`src/rtl/irqv_pkg.sv`:
```
package irqv_pkg;

    // Mode machine: interrupts off, on, or draining after a disable request
    typedef enum logic [1:0] {
        M_OFF   = 2'd0,
        M_ON    = 2'd1,
        M_DRAIN = 2'd2
    } mode_t;

    // Dispatch machine: waiting for work, or a handler is running on the core
    typedef enum logic {
        D_IDLE = 1'b0,
        D_RUN  = 1'b1
    } disp_t;

    // Built-in event numbers
    localparam int unsigned EV_MOVE_FWD   = 0;
    localparam int unsigned EV_MOVE_UP    = 1;
    localparam int unsigned EV_MOVE_DOWN  = 2;
    localparam int unsigned EV_TURN_LEFT  = 3;
    localparam int unsigned EV_TURN_RIGHT = 4;
    localparam int unsigned EV_PLACE_FWD  = 5;
    localparam int unsigned EV_PLACE_UP   = 6;
    localparam int unsigned EV_PLACE_DOWN = 7;

endpackage

```
`src/rtl/irqv_vtable.sv`:
```
module irqv_vtable #(
    parameter int unsigned NUM_EVT = 8,
    parameter int unsigned ADDR_W  = 11,
    parameter int unsigned ID_W    = (NUM_EVT > 1) ? $clog2(NUM_EVT) : 1
) (
    input  logic              clk,
    input  logic              rst_n,
    input  logic              clr,
    input  logic              we,
    input  logic [ID_W-1:0]   wid,
    input  logic [ADDR_W-1:0] waddr,
    input  logic [ID_W-1:0]   lid,
    output logic              hit,
    output logic [ADDR_W-1:0] addr
);

    logic [NUM_EVT-1:0] bound_q;
    logic [ADDR_W-1:0]  vec_q [NUM_EVT];

    // One entry per event number; clear has priority over a write
    for (genvar g = 0; g < NUM_EVT; g++) begin : g_entry
        logic sel;
        assign sel = we && (wid == ID_W'(g));

        always_ff @(posedge clk) begin
            if (!rst_n) begin
                bound_q[g] <= 1'b0;
            end else if (clr) begin
                bound_q[g] <= 1'b0;
            end else if (sel) begin
                bound_q[g] <= 1'b1;
            end
        end

        always_ff @(posedge clk) begin
            if (sel && !clr) begin
                vec_q[g] <= waddr;
            end
        end
    end

    always_comb begin
        hit  = 1'b0;
        addr = '0;
        for (int i = 0; i < NUM_EVT; i++) begin
            if (lid == ID_W'(i)) begin
                hit  = bound_q[i];
                addr = vec_q[i];
            end
        end
    end

endmodule

```
`src/rtl/irqv_fifo.sv`:
```
module irqv_fifo #(
    parameter int unsigned DEPTH = 8,
    parameter int unsigned W     = 11,
    parameter int unsigned CNT_W = $clog2(DEPTH + 1)
) (
    input  logic             clk,
    input  logic             rst_n,
    input  logic             req_a,
    input  logic [W-1:0]     din_a,
    input  logic             req_b,
    input  logic [W-1:0]     din_b,
    input  logic             pop,
    output logic             acc_a,
    output logic             acc_b,
    output logic [W-1:0]     head,
    output logic [CNT_W-1:0] level,
    output logic             empty
);

    localparam int unsigned PTR_W = (DEPTH > 1) ? $clog2(DEPTH) : 1;

    logic [W-1:0]     mem [DEPTH];
    logic [PTR_W-1:0] wr_q, rd_q, wr_b;
    logic [CNT_W-1:0] cnt_q, space;

    function automatic logic [PTR_W-1:0] ptr_inc(input logic [PTR_W-1:0] p);
        if (p == PTR_W'(DEPTH - 1)) begin
            return '0;
        end
        return p + 1'b1;
    endfunction

    // Room is judged on the occupancy before a same-cycle pop; port a wins
    assign space = CNT_W'(DEPTH) - cnt_q;
    assign acc_a = req_a && (space != '0);
    assign acc_b = req_b && (space > CNT_W'(acc_a));
    assign wr_b  = acc_a ? ptr_inc(wr_q) : wr_q;

    always_ff @(posedge clk) begin
        if (acc_a) begin
            mem[wr_q] <= din_a;
        end
        if (acc_b) begin
            mem[wr_b] <= din_b;
        end
    end

    always_ff @(posedge clk) begin
        if (!rst_n) begin
            wr_q  <= '0;
            rd_q  <= '0;
            cnt_q <= '0;
        end else begin
            if (acc_b) begin
                wr_q <= ptr_inc(wr_b);
            end else if (acc_a) begin
                wr_q <= ptr_inc(wr_q);
            end
            if (pop) begin
                rd_q <= ptr_inc(rd_q);
            end
            cnt_q <= cnt_q + CNT_W'(acc_a) + CNT_W'(acc_b) - CNT_W'(pop);
        end
    end

    assign head  = mem[rd_q];
    assign level = cnt_q;
    assign empty = (cnt_q == '0);

endmodule

```
`src/rtl/irqv_ctrl.sv`:
```
module irqv_ctrl
    import irqv_pkg::*;
(
    input  logic clk,
    input  logic rst_n,
    input  logic ena_req,
    input  logic dis_req,
    input  logic cfg_we,
    input  logic cfg_clr,
    input  logic trap_req,
    input  logic evt_valid,
    input  logic evt_hit,
    input  logic q_empty,
    input  logic core_done,
    input  logic drop,
    output logic tbl_we,
    output logic tbl_clr,
    output logic push_evt,
    output logic push_trap,
    output logic pop,
    output logic core_start,
    output logic enabled,
    output logic draining,
    output logic handler_busy,
    output logic disable_done,
    output logic cfg_err,
    output logic trap_err,
    output logic overflow
);

    mode_t mode_q, mode_d;
    disp_t disp_q, disp_d;
    logic  drained;
    logic  cfg_err_q, trap_err_q, ovf_q;

    assign drained = (mode_q == M_DRAIN) && q_empty && (disp_q == D_IDLE);

    // State registers
    always_ff @(posedge clk) begin
        if (!rst_n) begin
            mode_q <= M_OFF;
            disp_q <= D_IDLE;
        end else begin
            mode_q <= mode_d;
            disp_q <= disp_d;
        end
    end

    // Next-state logic
    always_comb begin
        mode_d = mode_q;
        unique case (mode_q)
            M_OFF:   if (ena_req) mode_d = M_ON;
            M_ON:    if (dis_req) mode_d = M_DRAIN;
            M_DRAIN: if (drained) mode_d = M_OFF;
            default: mode_d = M_OFF;
        endcase

        disp_d = disp_q;
        unique case (disp_q)
            D_IDLE: if (!q_empty) disp_d = D_RUN;
            D_RUN:  if (core_done) disp_d = D_IDLE;
        endcase
    end

    // Outputs decoded from state
    always_comb begin
        enabled      = (mode_q == M_ON);
        draining     = (mode_q == M_DRAIN);
        handler_busy = (disp_q == D_RUN);
        core_start   = (disp_q == D_IDLE) && !q_empty;
        pop          = core_start;
        disable_done = drained;
        push_evt     = enabled && evt_valid && evt_hit;
        push_trap    = enabled && trap_req;
        tbl_we       = (mode_q == M_OFF) && cfg_we;
        tbl_clr      = (mode_q == M_OFF) && cfg_clr;
    end

    // Registered error pulses and sticky overflow
    always_ff @(posedge clk) begin
        if (!rst_n) begin
            cfg_err_q  <= 1'b0;
            trap_err_q <= 1'b0;
            ovf_q      <= 1'b0;
        end else begin
            cfg_err_q  <= (cfg_we || cfg_clr) && (mode_q != M_OFF);
            trap_err_q <= trap_req && (mode_q != M_ON);
            ovf_q      <= ovf_q || drop;
        end
    end

    assign cfg_err  = cfg_err_q;
    assign trap_err = trap_err_q;
    assign overflow = ovf_q;

endmodule

```
`src/rtl/irqv_top.sv`:
```
module irqv_top #(
    parameter int unsigned NUM_EVT = 8,
    parameter int unsigned ADDR_W  = 11,
    parameter int unsigned DEPTH   = 8,
    parameter int unsigned ID_W    = (NUM_EVT > 1) ? $clog2(NUM_EVT) : 1,
    parameter int unsigned LVL_W   = $clog2(DEPTH + 1)
) (
    input  logic              clk,
    input  logic              rst_n,
    input  logic              evt_valid,
    input  logic [ID_W-1:0]   evt_id,
    input  logic              cfg_we,
    input  logic              cfg_clr,
    input  logic [ID_W-1:0]   cfg_id,
    input  logic [ADDR_W-1:0] cfg_addr,
    input  logic              trap_req,
    input  logic [ADDR_W-1:0] trap_addr,
    input  logic              ena_req,
    input  logic              dis_req,
    output logic              core_start,
    output logic [ADDR_W-1:0] core_addr,
    input  logic              core_done,
    output logic              cfg_err,
    output logic              trap_err,
    output logic              overflow,
    output logic              enabled,
    output logic              draining,
    output logic              handler_busy,
    output logic              disable_done,
    output logic [LVL_W-1:0]  q_level
);

    logic              tbl_we, tbl_clr, evt_hit;
    logic [ADDR_W-1:0] evt_addr;
    logic              push_evt, push_trap, acc_evt, acc_trap;
    logic              pop, q_empty, drop;

    irqv_vtable #(
        .NUM_EVT (NUM_EVT),
        .ADDR_W  (ADDR_W),
        .ID_W    (ID_W)
    ) u_vtable (
        .clk   (clk),
        .rst_n (rst_n),
        .clr   (tbl_clr),
        .we    (tbl_we),
        .wid   (cfg_id),
        .waddr (cfg_addr),
        .lid   (evt_id),
        .hit   (evt_hit),
        .addr  (evt_addr)
    );

    // Port a carries the event so it is queued ahead of a same-cycle trap
    irqv_fifo #(
        .DEPTH (DEPTH),
        .W     (ADDR_W),
        .CNT_W (LVL_W)
    ) u_fifo (
        .clk   (clk),
        .rst_n (rst_n),
        .req_a (push_evt),
        .din_a (evt_addr),
        .req_b (push_trap),
        .din_b (trap_addr),
        .pop   (pop),
        .acc_a (acc_evt),
        .acc_b (acc_trap),
        .head  (core_addr),
        .level (q_level),
        .empty (q_empty)
    );

    assign drop = (push_evt && !acc_evt) || (push_trap && !acc_trap);

    irqv_ctrl u_ctrl (
        .clk          (clk),
        .rst_n        (rst_n),
        .ena_req      (ena_req),
        .dis_req      (dis_req),
        .cfg_we       (cfg_we),
        .cfg_clr      (cfg_clr),
        .trap_req     (trap_req),
        .evt_valid    (evt_valid),
        .evt_hit      (evt_hit),
        .q_empty      (q_empty),
        .core_done    (core_done),
        .drop         (drop),
        .tbl_we       (tbl_we),
        .tbl_clr      (tbl_clr),
        .push_evt     (push_evt),
        .push_trap    (push_trap),
        .pop          (pop),
        .core_start   (core_start),
        .enabled      (enabled),
        .draining     (draining),
        .handler_busy (handler_busy),
        .disable_done (disable_done),
        .cfg_err      (cfg_err),
        .trap_err     (trap_err),
        .overflow     (overflow)
    );

endmodule

```
`config.mk`:
```
export PLATFORM = sky130hd
export DESIGN_NAME = irqv_top
export DESIGN_NICKNAME = d
export VERILOG_FILES = /design/src/rtl/irqv_pkg.sv /design/src/rtl/irqv_vtable.sv /design/src/rtl/irqv_fifo.sv /design/src/rtl/irqv_ctrl.sv /design/src/rtl/irqv_top.sv
export SDC_FILE = /design/constraint.sdc
export NUM_CORES = 1
export LEC_CHECK = 0
export BUFFER_PORTS_ARGS = -buffer_cell sky130_fd_sc_hd__buf_2
export CORE_MARGIN = 2
export CORE_UTILIZATION = 25
export CTS_BUF_LIST = sky130_fd_sc_hd__clkbuf_4
export CTS_CLUSTER_DIAMETER = 80
export DETAILED_ROUTE_END_ITERATION = 10
export GPL_TIMING_DRIVEN = 0
export HOLD_SLACK_MARGIN = 0.08
export MAX_ROUTING_LAYER = met4
export PLACE_DENSITY = 0.36
export SLEW_MARGIN = 20
export SYNTH_ARGS = -nofsm -noshare
export SYNTH_HDL_FRONTEND = slang
export SYNTH_SLANG_ARGS = --single-unit
```
`constraint.sdc`:
```
create_clock -name clk -period 4.9 [get_ports clk]
set_clock_uncertainty 0.2 [all_clocks]
set_input_delay 0.245 -clock clk [delete_from_list [all_inputs] [get_ports clk]]
set_output_delay 0.245 -clock clk [all_outputs]
set_load 0.05 [all_outputs]
```
* Word level (Yosys, flattened, before mapping) *
Memories as Yosys holds them, arrays and structs flattened. A register that Yosys moved wholly into a read port is not among the register bits.
Index checks and enable logic that the tools add are counted.

cells by class
  add/sub/neg operators = 7
  multiply operators = 0
  div/mod/pow operators = 0
  magnitude comparators = 1
  equal/unequal tests = 23
  shift operators = 0
  mux-type cells = 86
  bitwise logic cells = 2
  reductions and logical operators = 53

operators with widths
  cell                   count
  $mux W11               15
  $reduce_or A11 Y1      7
  $mux W3                19
  $mux W1                47
  $eq A3 B3 Y1 const B   11
  $logic_and A1 B1 Y1    30
  $eq A3 B2 Y1 const B   4
  $add A3 B1 Y3 const B  3
  $add A4 B1 Y4          2
  $eq A3 B1 Y1 const B   2
  $logic_not A3 Y1       2
  $mux W2                3
  $pmux W2 S3            1
  $gt A4 B1 Y1           1
  $logic_not A1 Y1       4
  $logic_not A4 Y1       1
  $ne A2 B1 Y1 const B   2
  $ne A2 B2 Y1 const B   2
  $reduce_bool A2 Y1     2
  $reduce_bool A4 Y1     1
  $sub A4 B1 Y4          1
  $sub A4 B4 Y4 const A  1
  $logic_or A1 B1 Y1     3
  $reduce_and A3 Y1      1
  other kinds (6)        7

word-level totals
  register bits = 24
  latch bits = 0
  RAM bits = 176
  bits in read-only memories = 0
  input bits = 37
  output and inout port bits = 23
  logic and storage cells = 190
  memories kept = 2

memories
  name            depth  bits a word  read ports  clocked after Yosys merged registers in  wr ports  line               text
  u_fifo.mem      8      11           1           1                                        2         irqv_fifo.sv:22    logic [W-1:0] mem [DEPTH];
  u_vtable.vec_q  8      11           8           0                                        1         irqv_vtable.sv:18  logic [ADDR_W-1:0] vec_q [NUM_EVT];

* Longest topological paths before layout *
  depth in word-level cells = 18
  mapped depth = 21
  mapped depth without buffers = 19

* Modules after synthesis *
From an unflattened synthesis, not the netlist that was laid out.

second synthesis, totals
  cells, all modules = 633
  area, all modules = 9649.3 um^2

modules (own cells, without submodules)
  module       instances  cells each  area each (um^2)  sequential area each (um^2)
  irqv_fifo    1          356         5484.0            2902.8
  irqv_vtable  1          245         3877.5            2802.7
  irqv_ctrl    1          29          267.8             120.1
  irqv_top     1          3           20.0              0.0

* Worst setup path after synthesis *
Ideal clock, no wire load.

  path kind = flip-flop to flip-flop
  start = register u_fifo.cnt_q[1] (netlist: u_fifo.level[1])
  end = register u_fifo.cnt_q[2] (netlist: u_fifo.level[2])
  library setup time = 0.115 ns
  data arrival time = 4.393 ns
  data required time = 4.585 ns
  slack = 0.193 ns
  cell stages (with the launch flop) = 20
  buffers on the path = 2
  clock period less this slack = 4.707 ns
  cells stage by stage = dfxtp_1 inv_1 ha_1 nor2b_1 xnor2_1 o211a_2 nand2_4 inv_1 buf_2 ha_1 o21ba_2 nand2_1 o21a_4 inv_2 buf_6 ha_1 fa_1 fa_1 xor2_1 and2_1

between the ends
  cells in the longest elaborated chain, start to end = 7
  elaborated cells on any way between the ends = 11
  classes of those cells = add/sub (4); order compare (1); reduce/logical (6)

ends and longest elaborated chain
  element                 line             text
  from (decl)             irqv_fifo.sv:24  logic [CNT_W-1:0] cnt_q, space;
  from (signal assigned)  irqv_fifo.sv:62  cnt_q <= cnt_q + CNT_W'(acc_a) + CNT_W'(acc_b) - CNT_W'(pop);
  $sub A4 B4 Y4           irqv_fifo.sv:34  assign space = CNT_W'(DEPTH) - cnt_q;
  $reduce_bool A4 Y1      irqv_fifo.sv:35  assign acc_a = req_a && (space != '0);
  $logic_and A1 B1 Y1     irqv_fifo.sv:35
  $gt A4 B1 Y1            irqv_fifo.sv:36  assign acc_b = req_b && (space > CNT_W'(acc_a));
  $logic_and A1 B1 Y1     irqv_fifo.sv:36
  $add A4 B1 Y4           irqv_fifo.sv:62
  $sub A4 B1 Y4 (*)       irqv_fifo.sv:62

Every way passes the cells marked *; elsewhere a longest branch is shown, timed or not.
A chain may end at the register's enable or synchronous reset.

* Worst setup path in the final report *
Same ends and word-level chain as after synthesis.

==> impl_metrics.py <==
metrics = {
    "outcome": {
        "status": "finished, final reports clean",
    },
    "synth": {
        "async_flop_share": 0,
        "synthCells": 663,
        "synth_top_cell_area_share": 0.536,
        "syn_area_um2": 9860,
        "synthTopCellsByCount": "edfxtp_1 (176), mux2_2 (60), nor2_1 (44), mux2_4 (42), nand2_1 (42)",
        "synth_seq_cells": 203,
        "synth.area.top_cells": "edfxtp_1 (54%), mux2_2 (6.9%), mux2_4 (6.4%)",
        "syn_nets": 716,
        "ys_types": 63,
        "synth_edf_count": 176,
        "yosys_warnings": 0,
        "synth_flop_cell": "edfxtp_1",
        "synth.avg_cell_area_um2": 14.9,
        "synth_seq_area_share": 0.591,
        "synth_top_area_cell": "edfxtp_1",
        "synth.most_common_cell": "edfxtp_1",
    },
    "setup_path": {
        "cp_num_buf_inv": 5,
        "r2r_setup_slack_ps": 320,
        "critical_path.slowest_cell": "dfxtp_1",
        "worstSetupPathType": "reg2reg",
        "worstPathMaxFanout": 10,
        "cpMostUsedCell": "ha_1",
        "crit_path_end_kind": "flip-flop",
        "arrival_ps": 5010,
        "slowest_delay_ps": 430,
        "cp.required_ps": 5340,
        "cpLargestDelayFamily": "adder cells",
        "crit_path_cell_trace": "inv_1, ha_1, nor2b_1, xnor2_2, o211a_2, nand2_4, inv_1, clkbuf_4, ha_1, o21ba_2, nand2_1, o21a_4, inv_2, buf_6, ha_1, fa_1, fa_1, xor2_1, and2_1",
        "startpoint_type": "flip-flop",
    },
    "detailed_routing": {
        "drc": 0,
        "wl_per_cell_um": 19.0,
        "vias_per_cell": 4.39,
        "ant_nets": 0,
        "dr.first_iter.drc_count": 281,
        "routed_wl_mm": 26.8,
        "via_count": 6176,
        "drt-pass1-iter-count": 5,
    },
    "final_layout": {
        "utilization": 0.316,
        "area_growth_pct": 24.2,
        "num-fill-cells": 3841,
        "final_nets": 898,
        "layout-drive-gt1-share": 0.375,
    },
    "timing": {
        "fin_crit_ps": 4580,
        "slew_violations": 0,
        "setup_viol": 0,
        "fmaxAchievable_ghz": 0.218,
        "relSlewSlack": 0.250,
        "rsz0062_at_grt": "no",
        "fin_crit_sh": 0.934,
        "hold_viol": 0,
        "whs_ps": 163,
        "worst_pin_slew_ps": 1120,
    },
    "clock_tree": {
        "cts.sinks": 203,
        "cts_buffer_depth": 3,
        "worst_skew_pair.late_latency_ps": 740,
        "cts_tree": "done",
        "clk_pin_slew_worst_paths_ps": 70,
        "cts_htree_levels": 2,
        "cts_buffers": 56,
        "cts_root_buffer": "clkbuf_4",
    },
    "pwr": {
        "seqPwrFrac": 0.403,
        "comb_power_share": 0.282,
        "p_total_mw": 5.00,
        "clockPowerShare": 0.315,
        "peakVddDrop_uv": 153,
        "internal-power_mw": 3.37,
        "power_leakage_nw": 4.56,
        "swShare": 0.326,
        "netSwitchingPower_mw": 1.63,
        "power.density_nw_per_um2": 408,
    },
    "global_route": {
        "grt_pass1_wl_mm": 40.8,
        "grt_usage": 0.138,
        "grt_remaining_overflow": 0,
        "grt_pass1_vias": 6623,
        "grt_start_max_net_pins": 16,
        "grt_antenna_before_repair": 2,
    },
    "placed_design": {
        "dp.final_hpwl_mm": 17.9,
        "gp_congestion": 0.754,
        "port-buffer-count": 56,
    },
    "die": {
        "die_h_um": 203,
        "core_area_um2": 38800,
        "start_util": 0.254,
        "fp-row-count": 72,
        "die_x_um": 203,
        "io_pins": 60,
        "dieArea_um2": 41100,
    },
    "hold_path": {
        "hp-class": "in2reg",
    },
    "job": {
        "max-cap-violations": 0,
    },
}
## per-stage QoR
step                      setup TNS (ps)  cell area [µm²]  worst slack [ps]  std cells
after global placement            -23030            10800              -978       1237
after detailed placement               0            10900               118       1243
after CTS                              0            12200              96.2       1401
after floorplan                        0             9860               193        663
final                                  0            12300               322       1406
after global routing                   0            12300              17.6       1406
## cell type report
type / instances / area, µm² / area share
Tap cell: 518 / 648 / 0.0529
Antenna cell: 2 / 5.00 / 0.000408
Buffer: 36 / 235 / 0.0192
Sequential cell: 203 / 5830 / 0.475
Multi-Input combinational cell: 410 / 3810 / 0.311
Clock inverter: 15 / 87.6 / 0.00715
Timing Repair Buffer: 124 / 961 / 0.0784
Clock buffer: 84 / 631 / 0.0515
Inverter: 14 / 52.6 / 0.00429
## state kept, by name, summed over array words and instances, names as in the netlist, 2 cells and up, named ones only
signal,cells
u_fifo.wr_q,3
u_fifo.mem,88
u_fifo.level,4
u_vtable.bound_q,8
u_ctrl.mode_q,2
u_fifo.rd_q,3
u_vtable.vec_q,88
## cell families (layout without fill, tap and decap cells)
| logic type | Yosys count | in the layout | share of synthesized area |
|---|---|---|---|
| compound gates | 98 | 98 | 0.0698 |
| xor+xnor | 3 | 3 | 0.00266 |
| fa+ha+maj | 16 | 16 | 0.0218 |
| buf+inv | 50 | 273 | 0.0289 |
| flops | 203 | 203 | 0.591 |
| mux | 151 | 151 | 0.214 |
| other cells | 0 | 2 | 0 |
| simple gates | 142 | 142 | 0.0719 |
## worst reg2reg max path, delay by kind of cell, from the launching register on
family                   cells  cell delay, ps
adder cells (fa/ha/maj)      5            1580
buffers and inverters        5             680
AO/OA/AOI/OAI                3             670
AND/OR/NAND/NOR              4             540
flip-flops                   1             430
XOR/XNOR                     2             390
## layout by cell type (no fill, tap or decap), types with 4 or more instances in the layout
cell / synthesis / routed
a21o_1: 5 / 5
a21oi_1: 19 / 19
a22o_1: 7 / 7
a31oi_1: 5 / 5
and3_1: 5 / 5
buf_2: 6 / 61
buf_4: 5 / 9
buf_6: 7 / 11
clkbuf_1: 12 / 12
clkbuf_4: 0 / 85
clkinv_1: 0 / 11
dfxtp_1: 27 / 27
dlygate4sd3_1: 0 / 59
edfxtp_1: 176 / 176
ha_1: 14 / 14
inv_1: 13 / 13
mux2_2: 60 / 60
mux2_4: 42 / 42
mux2i_1: 21 / 21
mux2i_2: 4 / 4
mux4_2: 24 / 24
nand2_1: 42 / 42
nand2b_1: 6 / 6
nor2_1: 44 / 40
nor2_2: 0 / 4
nor2b_1: 17 / 17
nor3_1: 9 / 7
nor3_2: 3 / 5
o211a_1: 8 / 8
o211ai_1: 5 / 5
o21ai_0: 18 / 17
o21ai_1: 8 / 8
## final timing paths
check | from | to | cells past startpoint
min | cfg_addr[5] | u_vtable.vec_q[0][38] | 2
min reg2reg | u_vtable.bound_q[3] | u_vtable.bound_q[3] | 2
max reg2reg | u_fifo.level[1] | u_fifo.level[2] | 19
max | u_fifo.level[1] | u_fifo.level[2] | 19
## metal layers
layer	track usage	vias to the layer above	wire [µm]
met5	-	-	0
met4	0.0454	0	609
met3	0.0347	52	1050
met2	0.229	123	13200
met1	0.163	3047	11900
li1	-	2954	-
## power groups by stage
stage | combinational [mW] | sequential, mW | clock [mW]
2_1_floorplan | 0.955 | 2.10 | 0
3_3_place_gp | 1.34 | 2.05 | 0
3_5_place_dp | 1.36 | 2.05 | 0
4_1_cts | 1.41 | 2.01 | 1.66
5_1_grt | 1.54 | 2.02 | 1.74
6_report | 1.41 | 2.01 | 1.57
## timing repair
item,in CTS,in global routing
setup buffers,0,3
resized for setup,0,3
hold buffers,59,0
endpoints found under the hold margin,247,0
endpoints found under the setup margin,0,99
No activity file was read; power rests on OpenSTA's default activity.
